**config.mk**
```make
export PLATFORM = sky130hd
export DESIGN_NAME = barker_timing_despreader
export DESIGN_NICKNAME = d
export VERILOG_FILES = /design/src/rtl/barker_desp_pkg.sv /design/src/rtl/barker_corr.sv /design/src/rtl/phase_bank.sv /design/src/rtl/barker_timing_despreader.sv
export SDC_FILE = /design/constraint.sdc
export NUM_CORES = 2
export LEC_CHECK = 0
export ABC_AREA = 1
export BUFFER_PORTS_ARGS = -buffer_cell sky130_fd_sc_hd__buf_2
export CAP_MARGIN = 20
export CORE_ASPECT_RATIO = 0.8
export CORE_MARGIN = 3
export CORE_UTILIZATION = 65
export CTS_CLUSTER_SIZE = 12
export DETAILED_ROUTE_END_ITERATION = 12
export PLACE_DENSITY = 0.82
export SLEW_MARGIN = 20
export SYNTH_ARGS = -nofsm -noshare
export SYNTH_HDL_FRONTEND = slang
export SYNTH_SLANG_ARGS = --single-unit
```
**constraint.sdc**
```tcl
create_clock -name clk -period 32.6 [get_ports clk]
set_clock_uncertainty 0.2 [all_clocks]
set_input_delay 1.63 -clock clk [delete_from_list [all_inputs] [get_ports clk]]
set_output_delay 1.63 -clock clk [all_outputs]
set_load 0.01 [all_outputs]
```
**src/rtl/barker_desp_pkg.sv**
```systemverilog
package barker_desp_pkg;
  localparam int CHIPS = 11;
  localparam int PHW   = 4;
  // tap weight per position, bit j set = +1, position 10 is the newest sample
  localparam logic [CHIPS-1:0] CODE = 11'b00011101101;
  localparam logic [PHW-1:0]  LAST_PHASE = PHW'(CHIPS - 1);
endpackage

```
**src/rtl/barker_corr.sv**
```systemverilog
module barker_corr
  import barker_desp_pkg::*;
#(
  parameter int IW = 8,
  localparam int CW = IW + 4,
  localparam int MW = CW + 1
) (
  input  logic                 clk,
  input  logic                 rst_n,
  input  logic                 shift_en,
  input  logic signed [IW-1:0] in_i,
  input  logic signed [IW-1:0] in_q,
  output logic signed [CW-1:0] corr_i,
  output logic signed [CW-1:0] corr_q,
  output logic        [MW-1:0] mag
);
  localparam int DEPTH = CHIPS - 1;

  logic signed [IW-1:0] hist_i [DEPTH];
  logic signed [IW-1:0] hist_q [DEPTH];
  logic signed [CW-1:0] tap_i  [CHIPS];
  logic signed [CW-1:0] tap_q  [CHIPS];

  always_ff @(posedge clk or negedge rst_n) begin
    if (!rst_n) begin
      for (int j = 0; j < DEPTH; j++) begin
        hist_i[j] <= '0;
        hist_q[j] <= '0;
      end
    end else if (shift_en) begin
      for (int j = 0; j < DEPTH - 1; j++) begin
        hist_i[j] <= hist_i[j+1];
        hist_q[j] <= hist_q[j+1];
      end
      hist_i[DEPTH-1] <= in_i;
      hist_q[DEPTH-1] <= in_q;
    end
  end

  for (genvar j = 0; j < CHIPS; j++) begin : g_tap
    logic signed [CW-1:0] xi, xq;
    if (j == CHIPS - 1) begin : g_new
      assign xi = CW'(in_i);
      assign xq = CW'(in_q);
    end else begin : g_old
      assign xi = CW'(hist_i[j]);
      assign xq = CW'(hist_q[j]);
    end
    assign tap_i[j] = CODE[j] ? xi : -xi;
    assign tap_q[j] = CODE[j] ? xq : -xq;
  end

  logic [CW-1:0] abs_i, abs_q;

  always_comb begin
    corr_i = '0;
    corr_q = '0;
    for (int j = 0; j < CHIPS; j++) begin
      corr_i = corr_i + tap_i[j];
      corr_q = corr_q + tap_q[j];
    end
    abs_i = corr_i[CW-1] ? CW'(-corr_i) : CW'(corr_i);
    abs_q = corr_q[CW-1] ? CW'(-corr_q) : CW'(corr_q);
    mag   = MW'(abs_i) + MW'(abs_q);
  end
endmodule

```
**src/rtl/phase_bank.sv**
```systemverilog
module phase_bank
  import barker_desp_pkg::*;
#(
  parameter int MW = 13,
  parameter int AW = 18
) (
  input  logic           clk,
  input  logic           rst_n,
  input  logic           clr,
  input  logic           add_en,
  input  logic [PHW-1:0] add_phase,
  input  logic [MW-1:0]  add_mag,
  output logic [PHW-1:0] best_phase,
  output logic [AW-1:0]  best_val
);
  logic [AW-1:0] tot [CHIPS];

  for (genvar g = 0; g < CHIPS; g++) begin : g_acc
    logic [AW-1:0] r;
    logic          hit;
    assign hit = add_en && (add_phase == PHW'(g));
    always_ff @(posedge clk or negedge rst_n) begin
      if (!rst_n)      r <= '0;
      else if (clr)    r <= hit ? AW'(add_mag) : '0;
      else if (hit)    r <= r + AW'(add_mag);
    end
    assign tot[g] = r;
  end

  // strict compare keeps the lowest index on equal totals
  always_comb begin
    best_val   = tot[0];
    best_phase = '0;
    for (int p = 1; p < CHIPS; p++) begin
      if (tot[p] > best_val) begin
        best_val   = tot[p];
        best_phase = PHW'(p);
      end
    end
  end
endmodule

```
**src/rtl/barker_timing_despreader.sv**
```systemverilog
module barker_timing_despreader
  import barker_desp_pkg::*;
#(
  parameter  int IW         = 8,
  parameter  int DWELL_SYMS = 16,
  localparam int CW         = IW + 4,
  localparam int AW         = IW + 5 + $clog2(DWELL_SYMS + 1)
) (
  input  logic                 clk,
  input  logic                 rst_n,
  input  logic                 dwell_start,
  input  logic                 s_valid,
  output logic                 s_ready,
  input  logic signed [IW-1:0] s_i,
  input  logic signed [IW-1:0] s_q,
  output logic                 m_valid,
  input  logic                 m_ready,
  output logic signed [CW-1:0] m_i,
  output logic signed [CW-1:0] m_q,
  output logic [PHW-1:0]       timing_phase,
  output logic [AW-1:0]        peak_mag,
  output logic                 timing_locked
);
  localparam int MW          = CW + 1;
  localparam int DWELL_CHIPS = CHIPS * DWELL_SYMS;
  localparam int DCW         = $clog2(DWELL_CHIPS + 1);

  logic                 take, acc_en, last_chip, emit;
  logic [PHW-1:0]       phase_q, cur_phase, best_phase;
  logic [DCW-1:0]       dcnt_q, cur_dcnt;
  logic                 in_dwell_q, pick_pend_q;
  logic signed [CW-1:0] corr_i, corr_q;
  logic [MW-1:0]        mag;
  logic [AW-1:0]        best_val;

  assign s_ready   = !pick_pend_q && !(m_valid && !m_ready);
  assign take      = s_valid && s_ready;
  assign cur_phase = dwell_start ? '0 : phase_q;
  assign cur_dcnt  = dwell_start ? '0 : dcnt_q;
  assign acc_en    = take && (dwell_start || in_dwell_q);
  assign last_chip = acc_en && (cur_dcnt == DCW'(DWELL_CHIPS - 1));
  assign emit      = take && timing_locked && !dwell_start && (phase_q == timing_phase);

  barker_corr #(.IW(IW)) u_corr (
    .clk      (clk),
    .rst_n    (rst_n),
    .shift_en (take),
    .in_i     (s_i),
    .in_q     (s_q),
    .corr_i   (corr_i),
    .corr_q   (corr_q),
    .mag      (mag)
  );

  phase_bank #(.MW(MW), .AW(AW)) u_bank (
    .clk        (clk),
    .rst_n      (rst_n),
    .clr        (dwell_start),
    .add_en     (acc_en),
    .add_phase  (cur_phase),
    .add_mag    (mag),
    .best_phase (best_phase),
    .best_val   (best_val)
  );

  // chip phase and window sequencing
  always_ff @(posedge clk or negedge rst_n) begin
    if (!rst_n) begin
      phase_q     <= '0;
      dcnt_q      <= '0;
      in_dwell_q  <= 1'b0;
      pick_pend_q <= 1'b0;
    end else begin
      if (take)             phase_q <= (cur_phase == LAST_PHASE) ? '0 : cur_phase + 1'b1;
      else if (dwell_start) phase_q <= '0;

      if (acc_en)           dcnt_q <= cur_dcnt + 1'b1;
      else if (dwell_start) dcnt_q <= '0;

      if (last_chip)        in_dwell_q <= 1'b0;
      else if (dwell_start) in_dwell_q <= 1'b1;

      pick_pend_q <= last_chip;
    end
  end

  // timing decision
  always_ff @(posedge clk or negedge rst_n) begin
    if (!rst_n) begin
      timing_locked <= 1'b0;
      timing_phase  <= '0;
      peak_mag      <= '0;
    end else if (dwell_start) begin
      timing_locked <= 1'b0;
    end else if (pick_pend_q) begin
      timing_locked <= 1'b1;
      timing_phase  <= best_phase;
      peak_mag      <= best_val;
    end
  end

  // symbol output register
  always_ff @(posedge clk or negedge rst_n) begin
    if (!rst_n) begin
      m_valid <= 1'b0;
      m_i     <= '0;
      m_q     <= '0;
    end else if (emit) begin
      m_valid <= 1'b1;
      m_i     <= corr_i;
      m_q     <= corr_q;
    end else if (m_ready) begin
      m_valid <= 1'b0;
    end
  end
endmodule

```
==> impl_metrics.yaml <==
outcome:
  status: "finished, final reports clean"
sta:
  hold_violations: 0
  relSlewSlack_pct: 24.7
  worst_pin_slew_ps: 1130
  timing.fmax_ghz: 0.0461
  period_share_pct: 66.5
  tns_ps: 0
  setup_violations: 0
  fin_crit_ps: 21670
  rsz0062_at_grt: "no"
  final_max_slew_viol_count: 0
grt:
  grtUsageTotal_pct: 32.2
  grt_antenna_before_repair: 1
  grt-ovfl-total: 0
  grt_max_degree: 157
  grt_first_pass_wirelength_mm: 142
  grt_pass1_vias: 27900
placed_design:
  gp_routability_congestion: 0.949
  io_buffers: 69
  dp_cells: 4891
  dp_hpwl_mm: 62.8
clocking:
  clock_path_buffers: 3
  cts_resized: 0
  cts-root-buf: "clkbuf_16"
  numCtsBuffers: 46
  clk_pin_slew_ps: 60
  cts_tree: "yes"
  h-tree-depth: 2
  clock_latency_ps: 610
  cts_post_setup_buffers_inserted: 0
  clkSinkCount: 420
  ctsHoldBuffers: 0
worst_hold_path:
  hold_end: "u_bank.g_acc[0].r[13]"
  min_from: "u_bank.g_acc[0].r[13]"
  worstHoldPathType: "flop to flop"
  whs_path_depth: 1
setup_path:
  path_common_cell: "nand2_1"
  regToRegSetupSlack_ps: 10930
  rr_worst_depth: 107
  cp-end-kind: "flop"
  cp.arrival_ps: 21960
  start_kind: "flop"
  crit_slowest_cell: "nand2_1"
  reg2reg_from: "u_bank.g_acc[1].r[9]"
  critPathMaxFanout: 39
  cp_data_required_time_ps: 32890
  cp_slowest_stage_delay_ps: 770
  critPathKind: "flop to flop"
  rr_endpoint: "timing_phase[3]"
synth:
  syn_avg_cell_area_um2: 7.88
  synthCells: 4247
  yosysSeqAreaShare_pct: 31.4
  syn_area_mm2: 0.0335
  synth-edff-count: 0
  synth_ff_type: "dfrtp_1"
  synth.distinct_cells: 54
  synth-seq-cells: 420
  synth_async_sr_flop_share_pct: 100
  ys_warn_count: 0
  synth_fp_nets: 4793
floorplan:
  die_area_mm2: 0.0543
  io-pin-count: 70
  start_util_pct: 66.6
  die_w_um: 260
  die_h_um: 209
  coreArea_mm2: 0.0502
  num_rows: 73
drt:
  route.detailed.drc: 0
  drt_iter0_markers: 2480
  dr.pass1.iters: 6
  num_vias: 28900
  vias_per_cell: 5.81
  wl_mm: 86.0
  antenna_left: 0
  routedWlPerCell_um: 17.3
finish:
  diodes: 0
  fin_nets: 4812
  final_cell_mix: "nand2_1 (909), inv_1 (613), o21ai_0 (564)"
  final_common_cell: "nand2_1"
  final_cells: 4971
  areaGrowthSynthToFinish_pct: 7.77
  drive_gt1_share_pct: 5.61
  post-route-util_pct: 71.8
job:
  cap_violations: 0
## registers in the layout (all words and copies together) (netlist names)
register,cells
phase_q,4
pick_pend_q,1
timing_locked,1
dcnt_q,8
in_dwell_q,1
u_corr.g_tap.xi,80
m_q,12
m_valid,1
peak_mag,18
m_i,12
timing_phase,4
u_bank.g_acc.r,198
u_corr.g_tap.xq,80
## critical path: cells and delay by family (launching register included)
family	cells	cell delay, ps
AOI/OAI and AO/OA	28	6150
buffers and inverters	10	1660
and+or+nand+nor	59	10050
DFF	1	410
adders and majority gates	10	3010
## Yosys cell counts, types with 2 or more instances
cell | count | area share [%]
mux2i_1 | 2 | 0.060
inv_2 | 4 | 0.045
o211ai_1 | 5 | 0.11
o21bai_1 | 13 | 0.29
o41ai_1 | 26 | 0.68
nor2_1 | 243 | 2.7
o22ai_1 | 4 | 0.075
buf_1 | 3 | 0.034
clkinv_1 | 4 | 0.045
a22oi_1 | 2 | 0.045
clkbuf_1 | 111 | 1.2
a2111oi_0 | 4 | 0.10
nor3_1 | 38 | 0.57
nor2_2 | 2 | 0.037
o221a_2 | 2 | 0.067
o31ai_1 | 20 | 0.45
buf_6 | 2 | 0.067
dfrtp_1 | 420 | 31
a31oi_1 | 11 | 0.21
xnor2_1 | 12 | 0.31
nand2_1 | 910 | 10
ha_1 | 355 | 13
o21a_1 | 8 | 0.18
nor3b_1 | 10 | 0.22
a21o_1 | 16 | 0.36
or2_2 | 13 | 0.24
buf_2 | 9 | 0.13
nand2_4 | 4 | 0.13
o21ai_0 | 564 | 8.4
and3_1 | 3 | 0.056
xor2_1 | 55 | 1.4
o21ai_1 | 22 | 0.33
nand4_1 | 25 | 0.47
inv_1 | 614 | 6.9
nor4_1 | 10 | 0.19
a211o_1 | 4 | 0.10
fa_1 | 170 | 10
a211oi_1 | 15 | 0.34
nand2_2 | 24 | 0.45
nand3_2 | 13 | 0.39
and2_1 | 27 | 0.50
a21oi_1 | 266 | 4.0
nand3_1 | 171 | 2.6
## cell type report
| cell class | instances | area, um^2 |
|---|---|---|
| well taps | 675 | 845 |
| flip-flops and latches | 420 | 10500 |
| clock buffers | 68 | 1390 |
| fillers | 3957 | 14200 |
| multi-input cells | 3080 | 20200 |
| inverters | 622 | 2340 |
| clock inverters | 10 | 203 |
| repair buffers | 96 | 608 |
## worst max-delay path by stage
stage | depth (start not counted) | slack (ps) | start | end
final | 107 | 10930 | u_bank.g_acc[1].r[9] | timing_phase[3]
after global routing | 113 | 8600 | u_bank.g_acc[1].r[9] | timing_phase[3]
after CTS | 98 | 10960 | u_bank.g_acc[1].r[9] | timing_phase[3]
after detailed placement | 99 | 11110 | u_bank.g_acc[1].r[9] | timing_phase[3]
after global placement | 114 | 11720 | u_bank.g_acc[1].r[17] | timing_phase[3]
after floorplan | 123 | 16200 | u_bank.g_acc[1].r[15] | peak_mag[14]
## layer usage
| metal | global-route usage, % | up-vias | part of all wire [%] |
|---|---|---|---|
| li1 | - | 14000 | - |
| met5 | 0 | - | 0.012 |
| met1 | 46.5 | 13700 | 44 |
| met2 | 50.8 | 1050 | 45 |
| met4 | 8.69 | 2 | 2.6 |
| met3 | 5.03 | 169 | 8.4 |
## logic make-up after synthesis
group | synth area share (%)
compound gates | 15.9
xor+xnor | 1.75
fa+ha+maj | 23.4
buf+inv | 8.46
flops | 31.4
mux | 0.0935
simple gates | 19.0
## metrics by stage
step | instance area (um^2) | hold slack [ps] | setup WS [ps]
after detailed placement | 34400 | 257 | 11110
after global routing | 36100 | 297 | 8600
after floorplan | 33500 | 233 | 16200
after global placement | 34400 | 250 | 11720
after CTS | 36000 | 265 | 10960
final | 36100 | 264 | 10930
Power is not shown: default switching activity piles up to over one toggle a cycle in this logic, so the estimate is an artifact.
